File: src/rtl/kd_pkg.sv
// Package: shared address defaults and select type for the keyboard/display
// register block. Assumes a 16-bit word-addressed bus.
package kd_pkg;
    localparam logic [15:0] KBD_STAT_ADDR = 16'hF400;
    localparam logic [15:0] KBD_DATA_ADDR = 16'hF401;
    localparam logic [15:0] DSP_STAT_ADDR = 16'hF3FC;
    localparam logic [15:0] DSP_DATA_ADDR = 16'hF3FF;

    typedef struct packed {
        logic kbd_stat;
        logic kbd_data;
        logic dsp_stat;
        logic dsp_data;
    } kd_sel_t;
endpackage

File: src/rtl/kd_decode.sv
// Module: address decoder. Turns a bus address into a one-hot-or-zero select.
// Assumes the four addresses differ; an unmatched address selects nothing.
module kd_decode
    import kd_pkg::*;
#(
    parameter int ADDR_W = 16,
    parameter logic [ADDR_W-1:0] A_KSTAT = KBD_STAT_ADDR,
    parameter logic [ADDR_W-1:0] A_KDATA = KBD_DATA_ADDR,
    parameter logic [ADDR_W-1:0] A_DSTAT = DSP_STAT_ADDR,
    parameter logic [ADDR_W-1:0] A_DDATA = DSP_DATA_ADDR
) (
    input  logic [ADDR_W-1:0] addr,
    output kd_sel_t           sel
);
    // Compare the address against each register location.
    always_comb begin
        sel.kbd_stat = (addr == A_KSTAT);
        sel.kbd_data = (addr == A_KDATA);
        sel.dsp_stat = (addr == A_DSTAT);
        sel.dsp_data = (addr == A_DDATA);
    end
endmodule

File: src/rtl/kd_kbd_port.sv
// Module: keyboard side. Latches a keystroke when unlocked, raises ready,
// refuses keystrokes while ready is set, and unlocks on a data-word read.
// Assumes key_strobe lasts one cycle per keystroke.
module kd_kbd_port #(
    parameter int CHAR_W = 8
) (
    input  logic              clk,
    input  logic              rst_n,
    input  logic              key_strobe,
    input  logic [CHAR_W-1:0] key_char,
    input  logic              take,
    output logic              ready,
    output logic [CHAR_W-1:0] char_q
);
    // Ready flag and character holding register.
    always_ff @(posedge clk) begin
        if (!rst_n) begin
            ready  <= 1'b0;
            char_q <= '0;
        end else if (ready) begin
            if (take) ready <= 1'b0;
        end else if (key_strobe) begin
            ready  <= 1'b1;
            char_q <= key_char;
        end
    end

    // a keystroke while locked leaves the character untouched.
    assert_refuse_R3: assert property (@(posedge clk) disable iff (!rst_n)
        (ready && key_strobe) |=> (char_q == $past(char_q)));
    // a data-word read while ready drops the flag.
    assert_take_clears_R4: assert property (@(posedge clk) disable iff (!rst_n)
        (ready && take) |=> !ready);
    // an accepted keystroke raises the flag.
    assert_accept_R2: assert property (@(posedge clk) disable iff (!rst_n)
        (!ready && key_strobe) |=> (ready && char_q == $past(key_char)));
endmodule

File: src/rtl/kd_disp_port.sv
// Module: display side. Accepts one character while ready, pulses valid for
// one cycle, stays busy until the display reports done. Writes while busy are
// dropped. Assumes disp_done is meaningful only while busy.
module kd_disp_port #(
    parameter int CHAR_W = 8
) (
    input  logic              clk,
    input  logic              rst_n,
    input  logic              put,
    input  logic [CHAR_W-1:0] put_char,
    input  logic              done,
    output logic              ready,
    output logic              valid,
    output logic [CHAR_W-1:0] char_q
);
    // Busy/ready state, outgoing character and valid strobe.
    always_ff @(posedge clk) begin
        if (!rst_n) begin
            ready  <= 1'b1;
            valid  <= 1'b0;
            char_q <= '0;
        end else begin
            valid <= 1'b0;
            if (ready) begin
                if (put) begin
                    char_q <= put_char;
                    valid  <= 1'b1;
                    ready  <= 1'b0;
                end
            end else if (done) begin
                ready <= 1'b1;
            end
        end
    end

    // the valid strobe lasts exactly one cycle.
    assert_valid_pulse_R5: assert property (@(posedge clk) disable iff (!rst_n)
        valid |=> !valid);
    // while the strobe is out the display reads busy.
    assert_busy_with_valid_R5: assert property (@(posedge clk) disable iff (!rst_n)
        valid |-> !ready);
    // done while busy restores ready.
    assert_done_sets_R6: assert property (@(posedge clk) disable iff (!rst_n)
        (!ready && done) |=> ready);
    // a write while busy leaves the character unchanged.
    assert_busy_drop_R7: assert property (@(posedge clk) disable iff (!rst_n)
        (!ready && put) |=> (!valid && char_q == $past(char_q)));
endmodule

File: src/rtl/kbd_disp_regs.sv
// Module: top of the keyboard/display device register block. Decodes the
// bus, routes strobes to both ports and returns registered read data.
// Assumes bus_rd/bus_wr are single-cycle per access; read data follows one
// cycle after the read strobe and is zero otherwise.
module kbd_disp_regs
    import kd_pkg::*;
#(
    parameter int ADDR_W = 16,
    parameter int DATA_W = 16,
    parameter int CHAR_W = 8
) (
    input  logic              clk,
    input  logic              rst_n,
    input  logic [ADDR_W-1:0] bus_addr,
    input  logic              bus_rd,
    input  logic              bus_wr,
    input  logic [DATA_W-1:0] bus_wdata,
    output logic [DATA_W-1:0] bus_rdata,
    input  logic              key_strobe,
    input  logic [CHAR_W-1:0] key_char,
    output logic [CHAR_W-1:0] disp_char,
    output logic              disp_valid,
    input  logic              disp_done
);
    localparam int FLAG_BIT = DATA_W - 1;
    localparam int PAD_W    = DATA_W - CHAR_W;

    kd_sel_t            sel;
    logic               kbd_ready;
    logic [CHAR_W-1:0]  kbd_char;
    logic               dsp_ready;
    logic [DATA_W-1:0]  rd_word;

    kd_decode #(
        .ADDR_W (ADDR_W),
        .A_KSTAT(ADDR_W'(KBD_STAT_ADDR)),
        .A_KDATA(ADDR_W'(KBD_DATA_ADDR)),
        .A_DSTAT(ADDR_W'(DSP_STAT_ADDR)),
        .A_DDATA(ADDR_W'(DSP_DATA_ADDR))
    ) u_dec (
        .addr(bus_addr),
        .sel (sel)
    );

    kd_kbd_port #(.CHAR_W(CHAR_W)) u_kbd (
        .clk       (clk),
        .rst_n     (rst_n),
        .key_strobe(key_strobe),
        .key_char  (key_char),
        .take      (bus_rd && sel.kbd_data),
        .ready     (kbd_ready),
        .char_q    (kbd_char)
    );

    kd_disp_port #(.CHAR_W(CHAR_W)) u_dsp (
        .clk     (clk),
        .rst_n   (rst_n),
        .put     (bus_wr && sel.dsp_data),
        .put_char(bus_wdata[CHAR_W-1:0]),
        .done    (disp_done),
        .ready   (dsp_ready),
        .valid   (disp_valid),
        .char_q  (disp_char)
    );

    // Select the word seen by a read; unmapped addresses give zero.
    always_comb begin
        rd_word = '0;
        unique case (1'b1)
            sel.kbd_stat: rd_word[FLAG_BIT] = kbd_ready;
            sel.kbd_data: rd_word = {{PAD_W{1'b0}}, kbd_char};
            sel.dsp_stat: rd_word[FLAG_BIT] = dsp_ready;
            sel.dsp_data: rd_word = {{PAD_W{1'b0}}, disp_char};
            default:      rd_word = '0;
        endcase
    end

    // Register read data; zero in cycles without a read.
    always_ff @(posedge clk) begin
        if (!rst_n)      bus_rdata <= '0;
        else if (bus_rd) bus_rdata <= rd_word;
        else             bus_rdata <= '0;
    end

    // no read strobe means zero data next cycle.
    assert_idle_zero_R10: assert property (@(posedge clk) disable iff (!rst_n)
        !bus_rd |=> (bus_rdata == '0));
    // reserved middle bits of every returned word are zero.
    assert_reserved_zero_R8: assert property (@(posedge clk) disable iff (!rst_n)
        bus_rdata[FLAG_BIT-1:CHAR_W] == '0);
    // a read of an unmapped address returns zero.
    assert_unmapped_R9: assert property (@(posedge clk) disable iff (!rst_n)
        (bus_rd && !(|sel)) |=> (bus_rdata == '0));
endmodule

File: config.mk
export PLATFORM = sky130hd
export DESIGN_NAME = kbd_disp_regs
export DESIGN_NICKNAME = d
export VERILOG_FILES = /design/src/rtl/kd_pkg.sv /design/src/rtl/kd_decode.sv /design/src/rtl/kd_kbd_port.sv /design/src/rtl/kd_disp_port.sv /design/src/rtl/kbd_disp_regs.sv
export SDC_FILE = /design/constraint.sdc
export NUM_CORES = 1
export LEC_CHECK = 0
export BUFFER_PORTS_ARGS = -buffer_cell sky130_fd_sc_hd__clkbuf_2
export CELL_PAD_IN_SITES_DETAIL_PLACEMENT = 1
export CELL_PAD_IN_SITES_GLOBAL_PLACEMENT = 2
export CORE_MARGIN = 2
export CORE_UTILIZATION = 26
export CTS_BUF_LIST = sky130_fd_sc_hd__clkbuf_4 sky130_fd_sc_hd__clkbuf_8
export DETAILED_ROUTE_END_ITERATION = 10
export GPL_TIMING_DRIVEN = 1
export PLACE_DENSITY = 0.9
export SLEW_MARGIN = 20
export SYNTH_ARGS = -nofsm -noshare
export SYNTH_HDL_FRONTEND = slang
export SYNTH_SLANG_ARGS = --single-unit
File: constraint.sdc
create_clock -name clk -period 2.7 [get_ports clk]
set_input_delay 0.135 -clock clk [delete_from_list [all_inputs] [get_ports clk]]
set_output_delay 0.135 -clock clk [all_outputs]
set_load 0.1 [all_outputs]
==> Yosys cells after proc, flatten, opt, wreduce, memory -nomap -nowiden <==
Index checks and enable logic that the tools add are counted.
{ "totals": {"output_inout_bits": 25, "input_bits": 46, "word_cells": 26, "reg_bits": 35} }
{ "op_classes": {"bitwise_logic": 1, "mux": 9, "reduce_logical": 6, "eq_ne": 4} }
{ "op_table": {"columns": ["op", "n"], "rows": [
  ["== test 16 bit (second input constant)", 4],
  ["one-hot mux 8 bit (2 select lines)", 1],
  ["AND reduction 2 bit", 4],
  ["two-way mux 1 bit", 7],
  ["logical AND 1 bit", 2],
  ["one-hot mux 1 bit (2 select lines)", 1],
  ["NOT 1 bit", 1]
]} }

==> Logic depth before layout (Yosys ltp) <==
{ "logic_depth": {"word_depth": 4, "ltp_mapped": 5, "mapped_depth_nobuf": 4} }

==> Hierarchy <==
From an unflattened synthesis, not the netlist that was laid out.
{ "unflattened": {"cells_unflattened": 137, "area_unflattened_um2": 1310.0} }
{ "modules_own_cells": {"columns": ["mod", "seq_area_each_um2", "n_inst", "area_per_inst_um2", "cells_each"], "rows": [
  ["kbd_disp_regs", 180.2, 1, 420.4, 40],
  ["kd_disp_port", 200.2, 1, 419.2, 43],
  ["kd_kbd_port", 180.2, 1, 379.1, 39],
  ["kd_decode", 0.0, 1, 91.3, 15]
]} }

==> Worst setup path after synthesis <==
OpenSTA, ideal clock, no wires.
{ "synth_timing": {"kind": "input to register", "startpoint": "input port bus_addr[5]", "endpoint": "register u_dsp.char_q[0]", "t_arrival_ns": 1.271, "setup_time_ns": 0.072, "slack_ns": 1.357, "stages": 5, "n_path_buf": 1, "required_ns": 2.628, "path_cell_list": "nand4_2 nor4b_4 and4_4 buf_12 mux2i_1"} }
{ "synth_via": {"elab_chain_cells": 3} }
{ "synth_lines": {"columns": ["item", "line", "text"], "rows": [
  ["start: declaration", "kbd_disp_regs.sv:14", "input logic [ADDR_W-1:0] bus_addr,"],
  ["== test 16 bit", "kd_decode.sv:20", "sel.dsp_data = (addr == A_DDATA);"],
  ["logical AND 1 bit", "kbd_disp_regs.sv:58", ".put (bus_wr && sel.dsp_data),"],
  ["AND reduction 2 bit (no source line)", null, null],
  ["end signal: assignment", "kd_disp_port.sv:26", "char_q <= put_char;"],
  ["end: declaration", "kd_disp_port.sv:14", "output logic [CHAR_W-1:0] char_q"]
]} }
Every way passes these cells.
A chain may end at the register's enable or synchronous reset.

==> Final worst setup path <==
{ "layout_timing": {"startpoint": "register u_kbd.ready", "endpoint": "register u_kbd.char_q[2]"} }
{ "layout_via": {"elab_chain_cells": 2} }
{ "layout_lines": {"columns": ["item", "line", "text"], "rows": [
  ["start: declaration", "kd_kbd_port.sv:12", "output logic ready,"],
  ["start signal: assignment", "kd_kbd_port.sv:18", "ready <= 1'b0;"],
  ["start signal: assignment", "kd_kbd_port.sv:21", "if (take) ready <= 1'b0;"],
  ["start signal: assignment", "kd_kbd_port.sv:23", "ready <= 1'b1;"],
  ["NOT 1 bit (no source line)", null, null],
  ["AND reduction 2 bit (no source line)", null, null],
  ["end signal: assignment", "kd_kbd_port.sv:24", "char_q <= key_char;"],
  ["end: declaration", "kd_kbd_port.sv:13", "output logic [CHAR_W-1:0] char_q"]
]} }
Every way passes these cells.

==> results.cfg <==
[critical_path]
critPathKind = reg -> reg
worstReg2RegStart = u_kbd.ready
worst-endpoint-required_ps = 2870
cp_num_buf_inv = 0
cp_max_fo = 8
crit_path_end_kind = flip-flop
cp_cell_sequence = nor2b_1 -> mux2i_1 -> nor2b_1
r2r_cells = 3
cpMostUsedCell = nor2b_1
crit_path_top_delay_cell = nor2b_1
regToRegEndpoint = u_kbd.char_q[2]
cp_top_family = simple AND/OR/NAND/NOR gates
critPathArrivalTime_ps = 1650
slowest_delay_ps = 700
cp-start-kind = flip-flop
r2r_slack_ps = 1220

[die]
die_w_um = 72.8
die-area_um2 = 5300
core_region_area_um2 = 4630
rows = 25
fp.dieH_um = 72.8
num_io_pins = 71
start_util = 0.266

[status]
status = completed

[place]
dp_hpwl_mm = 2.41
io_buffers = 55
finalWeightedCongestion = 0.748

[grt]
grt_pass1_vias = 1050
antenna_found_initial = 0
gr-total-overflow = 0
grt_use_total = 0.113
grt_max_degree = 29
grt_pass1_wl_mm = 4.80

[timing]
slew_viol_final = 0
fin_crit_ps = 1480
finalSetupViolCount = 0
fmax_mhz = 675
tns_ps = 0
grt_setup_unrepaired = no
fin_skew_ps = 2.85
hold_viol_final = 0
max_slew_margin = 0.405
worst_slew_pin_slew_ps = 891
finalCritPeriodShare = 0.548
holdWs_ps = 82.6

[clock_network]
clk_pin_slew_ps = 100
cts_resized = 0
root_buffer = clkbuf_8
post-cts-setup-buffers = 0
hold_buffers = 0
cts_tree = done
cts_buffer_depth = 2
clkSinkCount = 28
insertion_delay_ps = 270
cts_made_buffers = 3
htree_num_levels = 1

[yosys]
synthFlopType = dfxtp_1
syn-instance-count = 130
synth_edf_count = 0
synth_area_um2 = 1230
ys_seq_elements = 28
async_flop_share = 0
synth_area_per_cell_um2 = 9.47
synth.distinct_cells = 28
yosysWarnings = 0
synth-seq-area-share = 0.455

[final_layout]
syn2layout_area_growth_pct = 26.5
layout-drive-gt1-share = 0.352
regArea_um2 = 561
multi_input_area_um2 = 596
num_antenna_cells = 0
mostFrequentLayoutCells = clkbuf_2 (55), dfxtp_1 (28), nand2_1 (18)
fin_nets = 229
mostFrequentLayoutCell = clkbuf_2
fillers = 582

[power]
powerDensity_nw_per_um2 = 509
p_leak_nw = 0.663
ir_drop_mv = 0.199

[worst_hold_path]
min_from = bus_wdata[5]
hold_depth = 3
hold_end = u_dsp.char_q[5]
hold_path_class = in -> reg

[detailed_routing]
drc_errors = 0
firstDrtPassIters = 4
antenna_left = 0
drt_iter0_markers = 21
routedWlPerCell_um = 12.4
routed_via_density = 4.53
drt-total-wl_mm = 2.94
vias = 1068

[flow_run]
maxCapViolations = 0
-- routing by layer --
| layer | wire length (um) | vias up | track usage |
|---|---|---|---|
| met5 | 0 | - | 0 |
| met4 | 24 | 0 | 0.0247 |
| met3 | 101 | 2 | 0.00829 |
| met2 | 1460 | 27 | 0.208 |
| met1 | 1350 | 493 | 0.144 |
| li1 | - | 546 | - |
-- synthesized netlist by cell type, types with 2 or more instances --
| library cell | count | area [um2] |
|---|---|---|
| dfxtp_1 | 28 | 561 |
| nand2_1 | 18 | 67.6 |
| mux2i_1 | 16 | 160 |
| nand3_1 | 10 | 50.1 |
| nor2b_1 | 9 | 56.3 |
| a21oi_1 | 8 | 40.0 |
| nand4_1 | 8 | 50.1 |
| buf_4 | 7 | 52.6 |
| clkbuf_1 | 3 | 11.3 |
| and2_1 | 2 | 12.5 |
| buf_2 | 2 | 10.0 |
| nor2_1 | 2 | 7.51 |
| nor4_1 | 2 | 12.5 |
-- kinds of logic after synthesis --
family	count (synthesis)	synth area share
buf+inv	14	0.0793
mux	16	0.130
compound gates	12	0.0539
flops	28	0.455
other cells	1	0.00305
simple gates	59	0.278
-- how the worst max path moves through the flow --
stage	to	from	cells past startpoint
2_1_floorplan	u_dsp.char_q[0]	bus_addr[5]	5
4_1_cts	u_kbd.char_q[2]	u_kbd.ready	3
6_report	u_kbd.char_q[2]	u_kbd.ready	3
3_3_place_gp	u_dsp.char_q[5]	bus_addr[11]	5
5_1_grt	u_kbd.char_q[4]	u_kbd.ready	3
3_5_place_dp	u_dsp.char_q[1]	bus_addr[11]	5
-- tightest hold or removal path, cell delays in order --
cell      delay [ps]
clkbuf_2          80
nand2_1           40
mux2i_1           50
-- area by class of cell --
| cell class | instances | share of cell area |
|---|---|---|
| timing repair buffer | 55 | 0.177 |
| clock buffer | 4 | 0.0353 |
| tap | 54 | 0.0434 |
| multi-input combinational | 94 | 0.382 |
| sequential | 28 | 0.360 |
| inverter | 1 | 0.00241 |
-- registers in the layout, summed over array words and instances, names as in the netlist --
name          count
bus_rdata         9
u_dsp.char_q      8
u_kbd.char_q      8
u_dsp.ready       1
u_dsp.valid       1
u_kbd.ready       1
-- stage by stage --
step / worst slack (ps) / util / power, mW / cells / area, um2
5_1_grt: 1070 / 0.336 / 0.832 / 236 / 1560
4_1_cts: 1150 / 0.336 / 0.808 / 236 / 1560
2_1_floorplan: 1360 / - / 0.518 / 136 / 1250
6_report: 1220 / 0.336 / 0.794 / 236 / 1560
3_5_place_dp: 1050 / 0.325 / 0.547 / 232 / 1500
3_3_place_gp: 1100 / 0.325 / 0.544 / 232 / 1500
-- where the power goes --
| part | total (mW) | internal [mW] | switching (mW) |
|---|---|---|---|
| clock | 0.258 | 0.130 | 0.128 |
| sequential | 0.426 | 0.421 | 0.00482 |
| combinational | 0.110 | 0.0349 | 0.0751 |
| total | 0.794 | 0.586 | 0.207 |
Power figures use the tool's default switching activity.
